<file path="config.mk">
export PLATFORM = sky130hd
export DESIGN_NAME = glitch_clock_margin
export DESIGN_NICKNAME = d
export VERILOG_FILES = /design/src/rtl/glitch_margin_pkg.sv /design/src/rtl/glitch_shape.sv /design/src/rtl/glitch_phase_gen.sv /design/src/rtl/glitch_sequencer.sv /design/src/rtl/glitch_clock_margin.sv
export SDC_FILE = /design/constraint.sdc
export NUM_CORES = 1
export LEC_CHECK = 0
export BUFFER_PORTS_ARGS = -buffer_cell sky130_fd_sc_hd__clkbuf_2
export CAP_MARGIN = 10
export CORE_ASPECT_RATIO = 1.25
export CORE_MARGIN = 2
export CORE_UTILIZATION = 55
export DETAILED_ROUTE_END_ITERATION = 8
export GPL_ROUTABILITY_DRIVEN = 1
export PLACE_DENSITY = 0.8
export SKIP_LAST_GASP = 1
export SYNTH_ARGS = -nofsm -noshare
export SYNTH_HDL_FRONTEND = slang
export SYNTH_HIERARCHICAL = 1
export SYNTH_SLANG_ARGS = --single-unit
</file>
<file path="constraint.sdc">
create_clock -name clk_ref_i -period 3.8 [get_ports clk_ref_i]
set_clock_uncertainty 0.05 [all_clocks]
set_input_delay 0 -clock clk_ref_i [delete_from_list [all_inputs] [get_ports clk_ref_i]]
set_output_delay 0 -clock clk_ref_i [all_outputs]
set_load 0.1 [all_outputs]
</file>
<file path="src/rtl/glitch_margin_pkg.sv">
package glitch_margin_pkg;

  typedef enum logic [1:0] {
    SEQ_IDLE  = 2'd0,
    SEQ_RUN   = 2'd1,
    SEQ_DONE  = 2'd2,
    SEQ_FOUND = 2'd3
  } seq_state_e;

endpackage

</file>
<file path="src/rtl/glitch_shape.sv">
// Converts a step number and a mode into the high and low tick counts
// of one altered test-clock cycle.
module glitch_shape #(
  parameter int NOM_TICKS  = 10,
  parameter int STEP_TICKS = 1,
  parameter int MAX_STEP   = 5,
  parameter int SW         = 3,
  parameter int CW         = 4
) (
  input  logic [SW-1:0] step_i,
  input  logic          lengthen_i,
  output logic [CW-1:0] hi_o,
  output logic [CW-1:0] lo_o
);

  localparam int HI_NOM = NOM_TICKS / 2;
  localparam int LO_NOM = NOM_TICKS - HI_NOM;

  int cut;
  int hi_i;
  int lo_i;

  always_comb begin
    cut = int'(step_i) * STEP_TICKS;
    if (lengthen_i) begin
      hi_i = HI_NOM + cut;
      lo_i = LO_NOM;
    end else if (cut < HI_NOM) begin
      hi_i = HI_NOM - cut;
      lo_i = LO_NOM;
    end else begin
      // High phase kept at one tick; the rest comes out of the low phase.
      hi_i = 1;
      lo_i = LO_NOM - (cut - (HI_NOM - 1));
    end
  end

  assign hi_o = CW'(hi_i);
  assign lo_o = CW'(lo_i);

endmodule

</file>
<file path="src/rtl/glitch_phase_gen.sv">
// Tick counter producing the test clock. Each cycle's shape is loaded at
// its first tick and stays fixed until the cycle ends.
module glitch_phase_gen #(
  parameter int NOM_TICKS = 10,
  parameter int CW        = 4
) (
  input  logic          clk,
  input  logic          rst,
  input  logic          glitch_next_i,
  input  logic [CW-1:0] g_hi_i,
  input  logic [CW-1:0] g_lo_i,
  output logic          tclk_o,
  output logic          seg_end_o,
  output logic          glitch_live_o
);

  localparam int HI_NOM = NOM_TICKS / 2;
  localparam int LO_NOM = NOM_TICKS - HI_NOM;

  logic [CW-1:0] ph, ph_n;
  logic [CW-1:0] cur_hi, cur_hi_n;
  logic [CW-1:0] cur_lo, cur_lo_n;
  logic [CW-1:0] last_ph;
  logic          live, live_n;
  logic          tclk_q;

  assign last_ph   = cur_hi + cur_lo - CW'(1);
  assign seg_end_o = (ph == last_ph);

  always_comb begin
    if (seg_end_o) begin
      ph_n     = '0;
      cur_hi_n = glitch_next_i ? g_hi_i : CW'(HI_NOM);
      cur_lo_n = glitch_next_i ? g_lo_i : CW'(LO_NOM);
      live_n   = glitch_next_i;
    end else begin
      ph_n     = ph + CW'(1);
      cur_hi_n = cur_hi;
      cur_lo_n = cur_lo;
      live_n   = live;
    end
  end

  always_ff @(posedge clk) begin
    if (rst) begin
      ph     <= CW'(NOM_TICKS - 1);
      cur_hi <= CW'(HI_NOM);
      cur_lo <= CW'(LO_NOM);
      live   <= 1'b0;
      tclk_q <= 1'b0;
    end else begin
      ph     <= ph_n;
      cur_hi <= cur_hi_n;
      cur_lo <= cur_lo_n;
      live   <= live_n;
      tclk_q <= (ph_n < cur_hi_n);
    end
  end

  assign tclk_o        = tclk_q;
  assign glitch_live_o = live;

endmodule

</file>
<file path="src/rtl/glitch_sequencer.sv">
// Counts test-clock cycles, picks the altered cycle and walks the step
// ladder one observation window at a time.
module glitch_sequencer
  import glitch_margin_pkg::*;
#(
  parameter int GLITCH_EVERY = 1000,
  parameter int MAX_STEP     = 5,
  parameter int WIN_W        = 8,
  parameter int SW           = 3,
  parameter int GW           = 10
) (
  input  logic             clk,
  input  logic             rst,
  input  logic             start_i,
  input  logic             anomaly_i,
  input  logic [WIN_W-1:0] window_i,
  input  logic             lengthen_i,
  input  logic             seg_end_i,
  input  logic             glitch_end_i,
  output logic             glitch_next_o,
  output logic             lengthen_o,
  output logic [SW-1:0]    step_o,
  output logic             done_o,
  output logic             found_o
);

  seq_state_e       state;
  logic [GW-1:0]    cyc, cyc_next;
  logic [WIN_W-1:0] evt, win;
  logic [SW-1:0]    step;
  logic             len_q, done_q, found_q;

  assign cyc_next = (cyc == GW'(GLITCH_EVERY - 1)) ? '0 : cyc + GW'(1);

  assign glitch_next_o = (state == SEQ_RUN) && !anomaly_i &&
                         (cyc_next == GW'(GLITCH_EVERY - 1));

  always_ff @(posedge clk) begin
    if (rst) begin
      state   <= SEQ_IDLE;
      cyc     <= '0;
      evt     <= '0;
      win     <= WIN_W'(1);
      step    <= SW'(1);
      len_q   <= 1'b0;
      done_q  <= 1'b0;
      found_q <= 1'b0;
    end else begin
      if (seg_end_i) cyc <= cyc_next;
      case (state)
        SEQ_RUN: begin
          if (anomaly_i) begin
            state   <= SEQ_FOUND;
            found_q <= 1'b1;
          end else if (glitch_end_i) begin
            if (evt == win - WIN_W'(1)) begin
              evt <= '0;
              if (step == SW'(MAX_STEP)) begin
                state  <= SEQ_DONE;
                done_q <= 1'b1;
              end else begin
                step <= step + SW'(1);
              end
            end else begin
              evt <= evt + WIN_W'(1);
            end
          end
        end
        default: begin
          if (start_i) begin
            state   <= SEQ_RUN;
            cyc     <= '0;
            evt     <= '0;
            win     <= (window_i == '0) ? WIN_W'(1) : window_i;
            step    <= SW'(1);
            len_q   <= lengthen_i;
            done_q  <= 1'b0;
            found_q <= 1'b0;
          end
        end
      endcase
    end
  end

  assign lengthen_o = len_q;
  assign step_o     = step;
  assign done_o     = done_q;
  assign found_o    = found_q;

endmodule

</file>
<file path="src/rtl/glitch_clock_margin.sv">
module glitch_clock_margin #(
  parameter int NOM_TICKS    = 10,
  parameter int GLITCH_EVERY = 1000,
  parameter int STEP_TICKS   = 1,
  parameter int MAX_STEP     = 5,
  parameter int WIN_W        = 8,
  localparam int SW = $clog2(MAX_STEP + 1),
  localparam int CW = $clog2(NOM_TICKS + MAX_STEP * STEP_TICKS + 1),
  localparam int GW = $clog2(GLITCH_EVERY)
) (
  input  logic             clk_ref_i,
  input  logic             rst_i,
  input  logic             start_i,
  input  logic             anomaly_i,
  input  logic [WIN_W-1:0] window_i,
  input  logic             lengthen_i,
  output logic             tclk_o,
  output logic [SW-1:0]    step_o,
  output logic             done_o,
  output logic             found_o
);

  logic          seg_end, glitch_live, glitch_next, len_mode;
  logic [CW-1:0] g_hi, g_lo;

  glitch_sequencer #(
    .GLITCH_EVERY(GLITCH_EVERY), .MAX_STEP(MAX_STEP),
    .WIN_W(WIN_W), .SW(SW), .GW(GW)
  ) u_seq (
    .clk          (clk_ref_i),
    .rst          (rst_i),
    .start_i      (start_i),
    .anomaly_i    (anomaly_i),
    .window_i     (window_i),
    .lengthen_i   (lengthen_i),
    .seg_end_i    (seg_end),
    .glitch_end_i (seg_end & glitch_live),
    .glitch_next_o(glitch_next),
    .lengthen_o   (len_mode),
    .step_o       (step_o),
    .done_o       (done_o),
    .found_o      (found_o)
  );

  glitch_shape #(
    .NOM_TICKS(NOM_TICKS), .STEP_TICKS(STEP_TICKS),
    .MAX_STEP(MAX_STEP), .SW(SW), .CW(CW)
  ) u_shape (
    .step_i    (step_o),
    .lengthen_i(len_mode),
    .hi_o      (g_hi),
    .lo_o      (g_lo)
  );

  glitch_phase_gen #(
    .NOM_TICKS(NOM_TICKS), .CW(CW)
  ) u_phase (
    .clk          (clk_ref_i),
    .rst          (rst_i),
    .glitch_next_i(glitch_next),
    .g_hi_i       (g_hi),
    .g_lo_i       (g_lo),
    .tclk_o       (tclk_o),
    .seg_end_o    (seg_end),
    .glitch_live_o(glitch_live)
  );

endmodule

</file>
==> metrics.md <==
| Metric | Value |
|---|---|
| Status | `finished clean` |
| PwrDens | `434 mW/mm²` |
| Pre-Repair DR Iteration Count | `5` |
| Clock slew at reported path FFs | `0.10 ns` |
| Max frequency | `281 MHz` |
| Synth Net Count | `387` |
| FF-to-FF setup slack | `0.24 ns` |
| R2r worst-path depth | `16` |
| Slew HR | `47.0%` |
| CTS tree | `done` |
| EDFF count, synth | `0` |
| Core area | `0.00537 mm²` |
| Drt drc | `0` |
| Die Footprint | `0.00610 mm²` |
| Hold Path Sink | `u_phase/cur_hi[1]` |
| CP endpoint kind | `flop` |
| Num ports | `19` |
| Post-CTS Setup Bufs | `0` |
| Initial antenna violation count | `0` |
| Cell area after synthesis | `0.00302 mm²` |
| RSZ-0062 raised after global routing | `no` |
| Mapped Cells | `354` |
| Mean Syn Cell Area | `8.53 µm²` |
| Die Width | `70.3 µm` |
| Final WL | `6.49 mm` |
| Max-slew violations | `0` |
| Number of global-route vias before repair | `2585` |
| P&R area growth vs syn | `11.3%` |
| Nets@finish | `412` |
| Final std cells w/o fill | `444` |
| Number of buffers added on ports | `18` |
| Async set or reset register ratio after synthesis | `0%` |
| Total clock buffers created by CTS | `5` |
| Pre-CTS WS | `0.320 ns` |
| Final period utilization | `93.7%` |
| Area leader, netlist | `dfxtp_1` |
| Worst path required time | `3.95 ns` |
| N_diodes | `0` |
| Fillcell total | `473` |
| Setup slack after layout | `0.240 ns` |
| Netlist cell types | `64` |
| Startpoint Class | `flop` |
| Root buf cell | `clkbuf_8` |
| Largest net degree at the start of global routing | `35` |
| Via count | `2567` |
| Critical path class | `reg -> reg` |
| Die H | `86.8 µm` |
| Placed cells | `425` |
| Placement Rows | `30` |
| Post-synth top flop | `dfxtp_1` |
| Worst-Skew Late Latency | `0.30 ns` |
| DP Wirelength | `4.50 mm` |
| Hold WC Path Type | `in -> reg` |
| YS warnings | `6` |
| Worst hold path startpoint | `rst_i` |
| Final setup vio count | `0` |
| Leakage power total | `0.00133 µW` |
| Post-synthesis register bit count | `48` |
| Max cap viols | `0` |
| DRT iter0 DRCs | `133` |
| Remaining antenna violation count | `0` |
| Most common cell after layout, fill and taps aside | `dfxtp_1` |
| DR WL/cell | `14.6 µm` |
| Max clock buf depth | `2` |
| GRT Overall Usage | `22.4%` |
| Grt ovf | `0` |
| First-pass GRT wire length | `11.2 mm` |
| Top cell type's share of synthesized area | `31.8%` |
| Worst r2r src | `u_phase/cur_hi[1]` |
| Initial Utilization | `56.2%` |
| GPL Wtd Cong | `0.898` |
| Most frequent cells in the layout | `dfxtp_1 (48), nand2_1 (34), a21oi_1 (27)` |
| Maximum vdd drop | `0.000293 V` |
| Share of cells above drive strength 1 | `12.4%` |
| Slew @ Worst Pin | `0.787 ns` |
| RR Endpoint | `u_seq/evt[7]` |
| Total power | `1460 µW` |
| Clock Sinks | `48` |
| Final hold violation count | `0` |
| Fin crit period | `3.56 ns` |
| Via density per instance | `5.78` |
| Cells on Worst Hold Path | `2` |
| Crit-path max FO | `7` |
| CP arrival | `3.71 ns` |
| H-tree depth | `2` |
| Seq/Total Area, Yosys | `31.8%` |
| Top post-synthesis cells by area | `dfxtp_1 (32%), ha_1 (7.9%), a21oi_1 (4.5%)` |
| Setup TNS Final | `0 ns` |
-- worst max-delay path by stage --
stage          cells after the start               from              to  slack [ns]
2_1_floorplan                     17  u_phase/cur_hi[1]    u_seq/evt[7]        0.23
3_3_place_gp                      15  u_phase/cur_hi[1]  u_phase/tclk_o        0.46
3_5_place_dp                      16  u_phase/cur_hi[1]    u_seq/evt[7]        0.32
4_1_cts                           16  u_phase/cur_hi[1]    u_seq/evt[7]        0.19
5_1_grt                           16  u_phase/cur_hi[1]    u_seq/evt[7]        0.02
6_report                          16  u_phase/cur_hi[1]    u_seq/evt[7]        0.24
-- critical path, cell delays in order, from the launching register on --
cell and delay (ns):
dfxtp_1 0.34, inv_1 0.05, ha_1 0.27, inv_1 0.05, ha_1 0.13, inv_1 0.05, fa_1 0.40, xor2_2 0.28
xor2_2 0.19, nor2_2 0.12, and2_1 0.17, and4bb_2 0.26, a21oi_1 0.06, nor4b_1 0.54, nand3_1 0.18, xnor2_1 0.16
and2_1 0.15
-- timing repair --
action	in CTS	in global routing
gates resized for setup	0	0
endpoints found under the hold margin	11	0
hold buffers	11	0
-- synthesized netlist by cell type, drive strengths merged (8+ instances only) --
| library cell | count |
|---|---|
| a21oi | 27 |
| and2 | 10 |
| clkbuf | 8 |
| dfxtp | 48 |
| ha | 19 |
| inv | 19 |
| nand2 | 35 |
| nand3 | 9 |
| nor2 | 24 |
| nor2b | 8 |
| nor3 | 9 |
| o21ai | 15 |
| xnor2 | 14 |
| xor2 | 16 |
-- cell families (layout without fill, tap and decap cells) --
| logic type | after synthesis | after routing | share of synthesized area (%) |
|---|---|---|---|
| xor gates and xnor gates | 31 | 31 | 10.2 |
| DFF | 48 | 48 | 31.8 |
| buffers and inverters | 34 | 60 | 5.06 |
| and+or+nand+nor | 142 | 142 | 26.3 |
| AOI/OAI and AO/OA | 74 | 74 | 16.2 |
| adders and majority gates | 20 | 20 | 8.54 |
| muxes | 5 | 5 | 1.82 |
-- area by class of cell --
class / count / area, µm² / share of cell area (%)
clock buffer: 5 / 68.8 / 2.05
clock inverter: 3 / 42.5 / 1.27
inverter: 19 / 71.3 / 2.12
multi-input combinational: 272 / 1910 / 56.7
sequential: 48 / 961 / 28.6
tap: 64 / 80.1 / 2.38
timing repair buffer: 33 / 230 / 6.85
-- metrics by stage --
stage                     utilization [%]  hold WS [ns]  instance area (µm²)
after floorplan                         -        0.0444                 3020
after global placement               58.5         0.190                 3140
after detailed placement             58.5         0.199                 3140
after CTS                            62.6         0.255                 3360
after global routing                 62.6         0.320                 3360
final                                62.6         0.264                 3360
-- metal layers --
layer	part of all wire, %	global-route usage, %	up-vias
met5	0	0	-
met4	1.8	9.27	0
met3	2.2	3.49	8
met2	54	42.1	44
met1	42	24.8	1221
li1	-	-	1294
-- state kept, by name, summed over array words and instances (netlist names) --
name                   cells
u_seq/step_o               3
u_phase/glitch_live_o      1
u_seq/evt                  8
u_phase/cur_hi             4
u_seq/state                2
u_seq/cyc                 10
u_seq/lengthen_o           1
u_seq/found_o              1
u_phase/tclk_o             1
u_seq/done_o               1
u_phase/ph                 4
u_phase/cur_lo             4
u_seq/win                  8
-- power by group --
part	total (µW)	switching [µW]	internal (µW)
sequential	581	40.8	540
clock	372	177	195
combinational	504	307	197
total	1460	525	932
(Power assumes the default switching activity.)
